===== src/rtl/uart_flag_pkg.sv =====
package uart_flag_pkg;
  localparam int STAT_W = 13;
  localparam int IE_W   = 8;
  // status bit positions (software decodes these)
  localparam int B_PAR = 0;
  localparam int B_FRM = 1;
  localparam int B_NOI = 2;
  localparam int B_OVR = 3;
  localparam int B_IDL = 4;
  localparam int B_RXR = 5;
  localparam int B_TCF = 6;
  localparam int B_TXE = 7;
  localparam int B_CCH = 8;
  localparam int B_CTL = 9;
  localparam int B_BSY = 10;
  localparam int B_CMT = 11;
  localparam int B_BRK = 12;
  // interrupt enable positions
  localparam int E_PAR = 0;
  localparam int E_ERR = 1;
  localparam int E_IDL = 2;
  localparam int E_RXR = 3;
  localparam int E_TCF = 4;
  localparam int E_TXE = 5;
  localparam int E_CCH = 6;
  localparam int E_CMT = 7;
  // flags that the clear register may touch
  localparam logic [STAT_W-1:0] W1C_MASK =
    STAT_W'((1 << B_PAR) | (1 << B_FRM) | (1 << B_NOI) | (1 << B_OVR) |
            (1 << B_IDL) | (1 << B_TCF) | (1 << B_CCH) | (1 << B_CMT));
endpackage


===== src/rtl/uart_flag_cell.sv =====
module uart_flag_cell #(
  parameter logic RST_VAL = 1'b0
) (
  input  logic clk,
  input  logic rst,
  input  logic set_i,
  input  logic clr_i,
  input  logic force0_i,
  input  logic force1_i,
  output logic q_o
);
  always_ff @(posedge clk) begin
    if (rst)           q_o <= RST_VAL;
    else if (force1_i) q_o <= 1'b1;
    else if (force0_i) q_o <= 1'b0;
    else if (set_i)    q_o <= 1'b1;
    else if (clr_i)    q_o <= 1'b0;
  end
endmodule


===== src/rtl/uart_cts_sync.sv =====
module uart_cts_sync #(
  parameter int STAGES = 2
) (
  input  logic clk,
  input  logic rst,
  input  logic pin_i,
  output logic level_o,
  output logic toggle_o
);
  logic [STAGES-1:0] chain;
  logic              last;

  for (genvar s = 0; s < STAGES; s++) begin : g_stage
    if (s == 0) begin : g_first
      always_ff @(posedge clk) begin
        if (rst) chain[s] <= 1'b1;
        else     chain[s] <= pin_i;
      end
    end else begin : g_next
      always_ff @(posedge clk) begin
        if (rst) chain[s] <= 1'b1;
        else     chain[s] <= chain[s-1];
      end
    end
  end

  always_ff @(posedge clk) begin
    if (rst) last <= 1'b1;
    else     last <= chain[STAGES-1];
  end

  assign level_o  = chain[STAGES-1];
  assign toggle_o = chain[STAGES-1] ^ last;
endmodule


===== src/rtl/uart_flag_irq.sv =====
module uart_flag_irq
  import uart_flag_pkg::*;
(
  input  logic              clk,
  input  logic              rst,
  input  logic [STAT_W-1:0] flags_i,
  input  logic [IE_W-1:0]   ie_i,
  output logic              irq_o
);
  logic req;

  always_comb begin
    req = (flags_i[B_PAR] & ie_i[E_PAR])
        | ((flags_i[B_FRM] | flags_i[B_NOI] | flags_i[B_OVR]) & ie_i[E_ERR])
        | (flags_i[B_IDL] & ie_i[E_IDL])
        | ((flags_i[B_RXR] | flags_i[B_OVR]) & ie_i[E_RXR])
        | (flags_i[B_TCF] & ie_i[E_TCF])
        | (flags_i[B_TXE] & ie_i[E_TXE])
        | (flags_i[B_CCH] & ie_i[E_CCH])
        | (flags_i[B_CMT] & ie_i[E_CMT]);
  end

  always_ff @(posedge clk) begin
    if (rst) irq_o <= 1'b0;
    else     irq_o <= req;
  end
endmodule


===== src/rtl/uart_flag_unit.sv =====
module uart_flag_unit
  import uart_flag_pkg::*;
#(
  parameter int SYNC_STAGES = 2
) (
  input  logic              clk,
  input  logic              rst,
  input  logic              ev_parity_err,
  input  logic              ev_frame_err,
  input  logic              ev_noise,
  input  logic              ev_frame_rx,
  input  logic              ev_idle,
  input  logic              ev_char_match,
  input  logic              ev_tx_load,
  input  logic              ev_tx_done,
  input  logic              ev_break_done,
  input  logic              ev_rx_start,
  input  logic              ev_rx_end,
  input  logic              tx_busy,
  input  logic              cts_n_in,
  input  logic              cfg_tx_en,
  input  logic              cfg_cts_flow_en,
  input  logic              cfg_ovr_dis,
  input  logic              mute,
  input  logic [IE_W-1:0]   ie,
  input  logic              clr_wr,
  input  logic [STAT_W-1:0] clr_data,
  input  logic              rdr_read,
  input  logic              rx_flush,
  input  logic              tdr_write,
  input  logic              break_req,
  output logic [STAT_W-1:0] status,
  output logic              rx_ready,
  output logic              tx_empty,
  output logic              irq
);
  logic [STAT_W-1:0] flags;
  logic [STAT_W-1:0] set_v, clr_v, f0_v, f1_v, sw_clr;
  logic              cts_sync_lvl, cts_toggle;
  logic              idle_armed, idle_hit;

  uart_cts_sync #(.STAGES(SYNC_STAGES)) i_cts (
    .clk(clk), .rst(rst), .pin_i(cts_n_in),
    .level_o(cts_sync_lvl), .toggle_o(cts_toggle)
  );

  assign idle_hit = ev_idle & idle_armed & ~mute;

  always_ff @(posedge clk) begin
    if (rst)              idle_armed <= 1'b1;
    else if (ev_frame_rx) idle_armed <= 1'b1;
    else if (idle_hit)    idle_armed <= 1'b0;
  end

  always_comb begin
    sw_clr = clr_wr ? (clr_data & W1C_MASK) : '0;
    set_v  = '0;
    clr_v  = sw_clr;
    f0_v   = '0;
    f1_v   = '0;

    set_v[B_PAR] = ev_parity_err;
    set_v[B_FRM] = ev_frame_err;
    set_v[B_NOI] = ev_noise;
    set_v[B_CMT] = ev_char_match;

    set_v[B_OVR] = ev_frame_rx & flags[B_RXR];
    f0_v[B_OVR]  = cfg_ovr_dis;

    set_v[B_RXR] = ev_frame_rx;
    clr_v[B_RXR] = rdr_read | rx_flush;

    set_v[B_IDL] = idle_hit;

    set_v[B_TCF] = ev_tx_done & flags[B_TXE];
    clr_v[B_TCF] = sw_clr[B_TCF] | tdr_write;
    f1_v[B_TCF]  = ~cfg_tx_en & ~tx_busy;

    // a data-register write in the load cycle refills the register
    set_v[B_TXE] = ev_tx_load & ~tdr_write;
    clr_v[B_TXE] = tdr_write;

    set_v[B_CCH] = cts_toggle & cfg_cts_flow_en;

    set_v[B_BSY] = ev_rx_start;
    clr_v[B_BSY] = ev_rx_end;

    set_v[B_BRK] = break_req;
    clr_v[B_BRK] = ev_break_done;
  end

  for (genvar i = 0; i < STAT_W; i++) begin : g_flag
    if (i == B_CTL) begin : g_level
      assign flags[i] = ~cts_sync_lvl;
    end else begin : g_cell
      uart_flag_cell #(.RST_VAL(i == B_TXE)) i_cell (
        .clk(clk), .rst(rst),
        .set_i(set_v[i]), .clr_i(clr_v[i]),
        .force0_i(f0_v[i]), .force1_i(f1_v[i]),
        .q_o(flags[i])
      );
    end
  end

  uart_flag_irq i_irq (
    .clk(clk), .rst(rst), .flags_i(flags), .ie_i(ie), .irq_o(irq)
  );

  assign status   = flags;
  assign rx_ready = flags[B_RXR];
  assign tx_empty = flags[B_TXE];
endmodule


===== config.mk =====
export PLATFORM = sky130hd
export DESIGN_NAME = uart_flag_unit
export DESIGN_NICKNAME = d
export VERILOG_FILES = /design/src/rtl/uart_flag_pkg.sv /design/src/rtl/uart_flag_cell.sv /design/src/rtl/uart_cts_sync.sv /design/src/rtl/uart_flag_irq.sv /design/src/rtl/uart_flag_unit.sv
export SDC_FILE = /design/constraint.sdc
export NUM_CORES = 1
export LEC_CHECK = 0
export BUFFER_PORTS_ARGS = -buffer_cell sky130_fd_sc_hd__buf_2
export CORE_AREA = 3 3 70 46
export CTS_CLUSTER_SIZE = 14
export DETAILED_ROUTE_END_ITERATION = 16
export DIE_AREA = 0 0 73 49
export PLACE_DENSITY = 0.67
export SLEW_MARGIN = 20
export SYNTH_ARGS = -nofsm -noshare
export SYNTH_HDL_FRONTEND = slang
export SYNTH_HIERARCHICAL = 1
export SYNTH_SLANG_ARGS = --single-unit

===== constraint.sdc =====
create_clock -name clk -period 1.1 [get_ports clk]
set_input_delay 0.055 -clock clk [delete_from_list [all_inputs] [get_ports clk]]
set_output_delay 0.055 -clock clk [all_outputs]
set_load 0.03 [all_outputs]

==> results of run 1 <==
-- final cells by class --
class	instances	area, µm²	share of cell area
multi-input combinational	96	621	0.441
sequential	17	343	0.244
timing repair buffer	59	310	0.220
inverter	13	48.8	0.0347
clock buffer	4	45.0	0.0320
tap	32	40.0	0.0284
-- worst reg2reg max path: stages, from the launching register on --
cell,delay (ps)
dfxtp_2,320
a22o_1,230
a221oi_2,220
a41oi_2,130
-- worst paths after layout --
kind | startpoint | endpoint | cells past startpoint
worst max register to register | g_flag[6].g_cell.i_cell/q_o | i_irq/irq_o | 3
worst min register to register | i_cts/chain[0] | i_cts/level_o | 1
worst max-delay path | g_flag[6].g_cell.i_cell/q_o | i_irq/irq_o | 3
worst min-delay path | ev_frame_rx | idle_armed | 2
-- registers in the layout (all words and copies together), names as in the netlist --
| signal | cells |
|---|---|
| i_cts/chain | 1 |
| i_cts/last | 1 |
| idle_armed | 1 |
| i_cts/level_o | 1 |
| i_irq/irq_o | 1 |
| g_flag.g_cell.i_cell/q_o | 12 |
-- per-layer routing --
| metal | global-route usage | vias to the layer above | wire, µm |
|---|---|---|---|
| li1 | - | 478 | - |
| met2 | 0.243 | 32 | 1090 |
| met4 | 0.0337 | 0 | 14 |
| met3 | 0.0576 | 2 | 170 |
| met1 | 0.151 | 400 | 968 |
| met5 | 0 | - | 0 |
-- report_power, final --
group / switching [mW] / total [mW] / internal (mW)
Clock: 0.193 / 0.450 / 0.256
Sequential: 0.0298 / 0.689 / 0.659
Combinational: 0.213 / 0.382 / 0.169
Total: 0.437 / 1.52 / 1.08
-- synthesized netlist by cell type --
cell / n / share of area
dfxtp_1: 17 / 0.38
inv_1: 13 / 0.054
nor2_1: 13 / 0.054
a221oi_2: 12 / 0.20
nand2b_1: 11 / 0.077
and2_1: 10 / 0.070
or2_1: 3 / 0.021
buf_4: 2 / 0.017
nor2b_1: 2 / 0.014
a211o_1: 1 / 0.0098
a21o_1: 1 / 0.0084
a22o_1: 1 / 0.0098
a22oi_1: 1 / 0.0084
a41oi_1: 1 / 0.0098
conb_1: 1 / 0.0042
nand2b_4: 1 / 0.015
nor3b_1: 1 / 0.0084
o21ai_0: 1 / 0.0056
o31ai_1: 1 / 0.0084
or2_2: 1 / 0.0070
or4_1: 1 / 0.0084
xor2_1: 1 / 0.0098
-- stage by stage --
stage	utilization	area (µm²)	hold WS, ps	cells	setup slack [ps]
floorplan	-	1020	121	128	14.6
global placement	0.522	1330	234	214	79.5
detailed placement	0.522	1330	240	214	64.3
CTS	0.548	1390	8.90	220	54.8
global route	0.554	1410	13.7	221	5.49
finish	0.554	1410	15.4	221	67.3
-- what timing repair did --
item / in CTS / in global routing
resized for setup: 0 / 2
hold endpoints to repair: 2 / 0
setup buffers: 0 / 1
endpoints found under the setup margin: 0 / 1
hold buffers: 2 / 0
-- cell families (layout without fill, tap and decap cells) --
logic type,count (synthesis),after routing,synth area share
xor gates and xnor gates,1,1,0.00976
AOI/OAI and AO/OA,19,19,0.261
other,1,33,0.00418
DFF,17,17,0.379
buffers and inverters,15,76,0.0711
and+or+nand+nor,43,43,0.275
==> summary.md, run 1 <==
| Metric | Value |
|---|---|
| CTS Sinks | 17 |
| Yosys reg bits | 17 |
| Period utilization | 0.939 |
| Cells after Synth | 96 |
| FF-to-FF setup slack | 70 ps |
| Routed WL per cell | 10.1 µm |
| Worst path top cell family by delay | compound AO/OA/AOI/OAI gates |
| Fillers | 235 |
| Synth unique cells | 22 |
| HPWL after DPL | 1950 µm |
| CP required | 1220 ps |
| PwrDens | 1080 nW/µm² |
| Max-cap viol count | 0 |
| Largest net degree at the start of global routing | 17 |
| Pre-antenna DRT Iters | 4 |
| Die Wd | 73 µm |
| Final Skew | 1.39 ps |
| Mapped cell area | 897 µm² |
| CP arrival | 1150 ps |
| Vias in the first global route | 931 |
| CP bufs+invs | 0 |
| GP Congestion | 0.732 |
| H-tree level count | 1 |
| Antenna-violating nets left | 0 |
| Clock-pin slew on the worst setup and hold paths | 60 ps |
| Yosys Warn Count | 6 |
| Initial drt markers | 19 |
| Status | complete, no violations |
| Initial Util | 0.353 |
| Die Ht | 49 µm |
| Static leakage | 0.698 nW |
| Syn_area_per_cell | 9.34 µm² |
| Worst min-delay path category | primary input to register |
| Peak Freq | 968 MHz |
| Num CTS Buffers | 3 |
| CP Launch Type | register |
| Root buffer cell | clkbuf_8 |
| Port buffer count | 55 |
| ANT cells | 0 |
| Critical Path Sink Type | register |
| Worst Path Max Fanout | 2 |
| Max Buffers Root-to-Sink | 2 |
| Tmin final | 1030 ps |
| DR DRC count | 0 |
| Fin. max-slew vios | 0 |
| Maximum VDD drop | 0.674 mV |
| RSZ-0062 raised after global routing | no |
| Vias per cell | 4.13 |
| Setup TNS | 0 ps |
| Fin nets | 235 |
| Gr usage total | 0.138 |
| First-pass GRT wire length | 3850 µm |
| # rows | 14 |
| Overflow after GRT | 0 |
| Seq/Total Area, Yosys | 0.379 |
| Clk_lat worst skew | 250 ps |
| Leading cell type in the layout, fill and taps excluded | buf_2 |
| DIE AREA | 3580 µm² |
| Final setup vio count | 0 |
| Vias | 912 |
| CTS tree | done |
| Core Region | 2540 µm² |
| Layout cell share with drive strength beyond 1 | 0.407 |
| CP max stage delay | 320 ps |
| CP max stage cell | dfxtp_2 |
| Hold Fails Final Rpt | 0 |
| Wirelength, routed | 2240 µm |
| CP Class | register to register |
| Boundary pin count | 61 |
| Most frequent cells in the layout | buf_2, conb_1, dfxtp_1 |
| Cell Chain, Critical Path | a22o_1 -> a221oi_2 -> a41oi_2 |
| Initial antenna violation count | 0 |
| Total power | 1.52 mW |
| Area Growth Syn to Fin | 56.9% |
Power figures use the tool's default switching activity.
==> run 2, diff against run 1 <==
--- a/config.mk
+++ b/config.mk
@@ -10,7 +10,9 @@
 export CTS_CLUSTER_SIZE = 14
 export DETAILED_ROUTE_END_ITERATION = 16
 export DIE_AREA = 0 0 73 49
+export GPL_TIMING_DRIVEN = 0
 export PLACE_DENSITY = 0.67
+export REMOVE_ABC_BUFFERS = 1
 export SLEW_MARGIN = 20
 export SYNTH_ARGS = -nofsm -noshare
 export SYNTH_HDL_FRONTEND = slang
==> summary.md, run 2 (synthesis results as in run 1) <==
| Metric | Value |
|---|---|
| Total power | 1.51 mW |
| Tmin final | 1050 ps |
| Layout cell share with drive strength beyond 1 | 0.390 |
| Vias per cell | 4.14 |
| Leading cell type in the layout, fill and taps excluded | buf_2 |
| Worst Path Max Fanout | 5 |
| Static leakage | 0.688 nW |
| FF-to-FF setup slack | 50 ps |
| DIE AREA | 3580 µm² |
| H-tree level count | 1 |
| FF-to-FF path depth | 2 |
| ANT cells | 0 |
| Placed cells | 213 |
| Root buffer cell | clkbuf_8 |
| Vias in the first global route | 862 |
| PwrDens | 1090 nW/µm² |
| Max Buffers Root-to-Sink | 2 |
| Worst r2r src | g_flag[7].g_cell.i_cell/q_o |
| DR DRC count | 0 |
| Num CTS Buffers | 3 |
| FF-to-FF End | g_flag[7].g_cell.i_cell/q_o |
| CP arrival | 1160 ps |
| Overflow after GRT | 0 |
| Core Region | 2540 µm² |
| Die Wd | 73 µm |
| Post-Place Cell Area | 1320 µm² |
| Largest register by flop count | g_flag.g_cell.i_cell/q_o |
| Antenna-violating nets left | 0 |
| Port buffer count | 55 |
| CP Class | register to register |
| Setup crit start | g_flag[7].g_cell.i_cell/q_o |
| Gr usage total | 0.130 |
| CP required | 1220 ps |
| Fin nets | 233 |
| Max-cap viol count | 0 |
| Die Ht | 49 µm |
| Post-Layout Cell Count | 219 |
| Final Cell Area | 1380 µm² |
| Initial antenna violation count | 0 |
| Peak Freq | 957 MHz |
| Largest net degree at the start of global routing | 18 |
| Initial Util | 0.353 |
| CTS tree | done |
| Routed WL per cell | 10.4 µm |
| Most frequent cells in the layout | buf_2, conb_1, dfxtp_1 |
| GP Congestion | 0.766 |
| Critical Path Sink Type | register |
| Worst min-delay path category | primary input to register |
| Fillers | 261 |
| Clk_lat worst skew | 240 ps |
| Util after Layout | 0.545 |
| Maximum VDD drop | 0.738 mV |
| # rows | 14 |
| Status | complete, no violations |
| Worst setup path endpoint | g_flag[7].g_cell.i_cell/q_o |
| Initial drt markers | 8 |
| Final setup vio count | 0 |
| Area Growth Syn to Fin | 54.3% |
| CP Launch Type | register |
| Vias | 906 |
| Period utilization | 0.950 |
| Final Skew | 2.21 ps |
| HPWL after DPL | 1950 µm |
| Number of flip-flops in the largest register | 12 |
| Boundary pin count | 61 |
| First-pass GRT wire length | 3640 µm |
| Wirelength, routed | 2270 µm |
| Hold Fails Final Rpt | 0 |
| Fin. max-slew vios | 0 |
| CTS Sinks | 17 |
| Pre-antenna DRT Iters | 4 |
| RSZ-0062 raised after global routing | no |
| Clock-pin slew on the worst setup and hold paths | 60 ps |
run 2: area by class of cell:
class | instances | area [µm²] | area share
multi-input combinational | 96 | 613 | 0.443
sequential | 17 | 342 | 0.247
timing repair buffer | 57 | 295 | 0.213
inverter | 13 | 48.8 | 0.0353
clock buffer | 4 | 45.0 | 0.0325
tap | 32 | 40.0 | 0.0289
run 2: routing by layer:
| layer | GRT usage | wire [µm] | vias to the layer above |
|---|---|---|---|
| li1 | - | - | 473 |
| met1 | 0.137 | 903 | 399 |
| met2 | 0.248 | 1150 | 32 |
| met3 | 0.0535 | 208 | 2 |
| met4 | 0.0123 | 6 | 0 |
| met5 | 0 | 0 | - |
run 2: power breakdown:
group          leakage (nW)  switching [mW]  internal [mW]  total, mW
logic                 0.524           0.210          0.162      0.373
registers             0.141          0.0302          0.659      0.689
clock network        0.0228           0.190          0.256      0.446
total                 0.688           0.430           1.08       1.51
run 2: repair_timing:
item / in CTS / in global routing
hold endpoints to repair: 2 / 0
hold buffers: 2 / 0
setup endpoints to repair: 0 / 1
setup buffers: 0 / 0
resized for setup: 0 / 1
run 2: critical path, stage by stage (launching register included):
cell and delay [ps]:
dfxtp_2 330, nor3b_1 130, or4_1 450
run 2: through the flow:
step	setup WS (ps)	hold WS, ps	setup TNS [ps]
after global placement	61.7	234	0
final	55.0	26.3	0
after global routing	10.1	27.1	0
after CTS	35.9	18.5	0
after floorplan	-203	121	-493
after detailed placement	47.1	234	0
run 2: worst min path at each step:
stage | start | endpoint | slack, ps | depth (start not counted)
after floorplan | rst | g_flag[0].g_cell.i_cell/q_o | 120 | 1
after global placement | cts_n_in | i_cts/chain[0] | 230 | 2
after detailed placement | cts_n_in | i_cts/chain[0] | 230 | 2
after CTS | ev_frame_rx | idle_armed | 20 | 2
after global routing | ev_frame_rx | idle_armed | 30 | 2
final | ev_frame_rx | idle_armed | 30 | 2
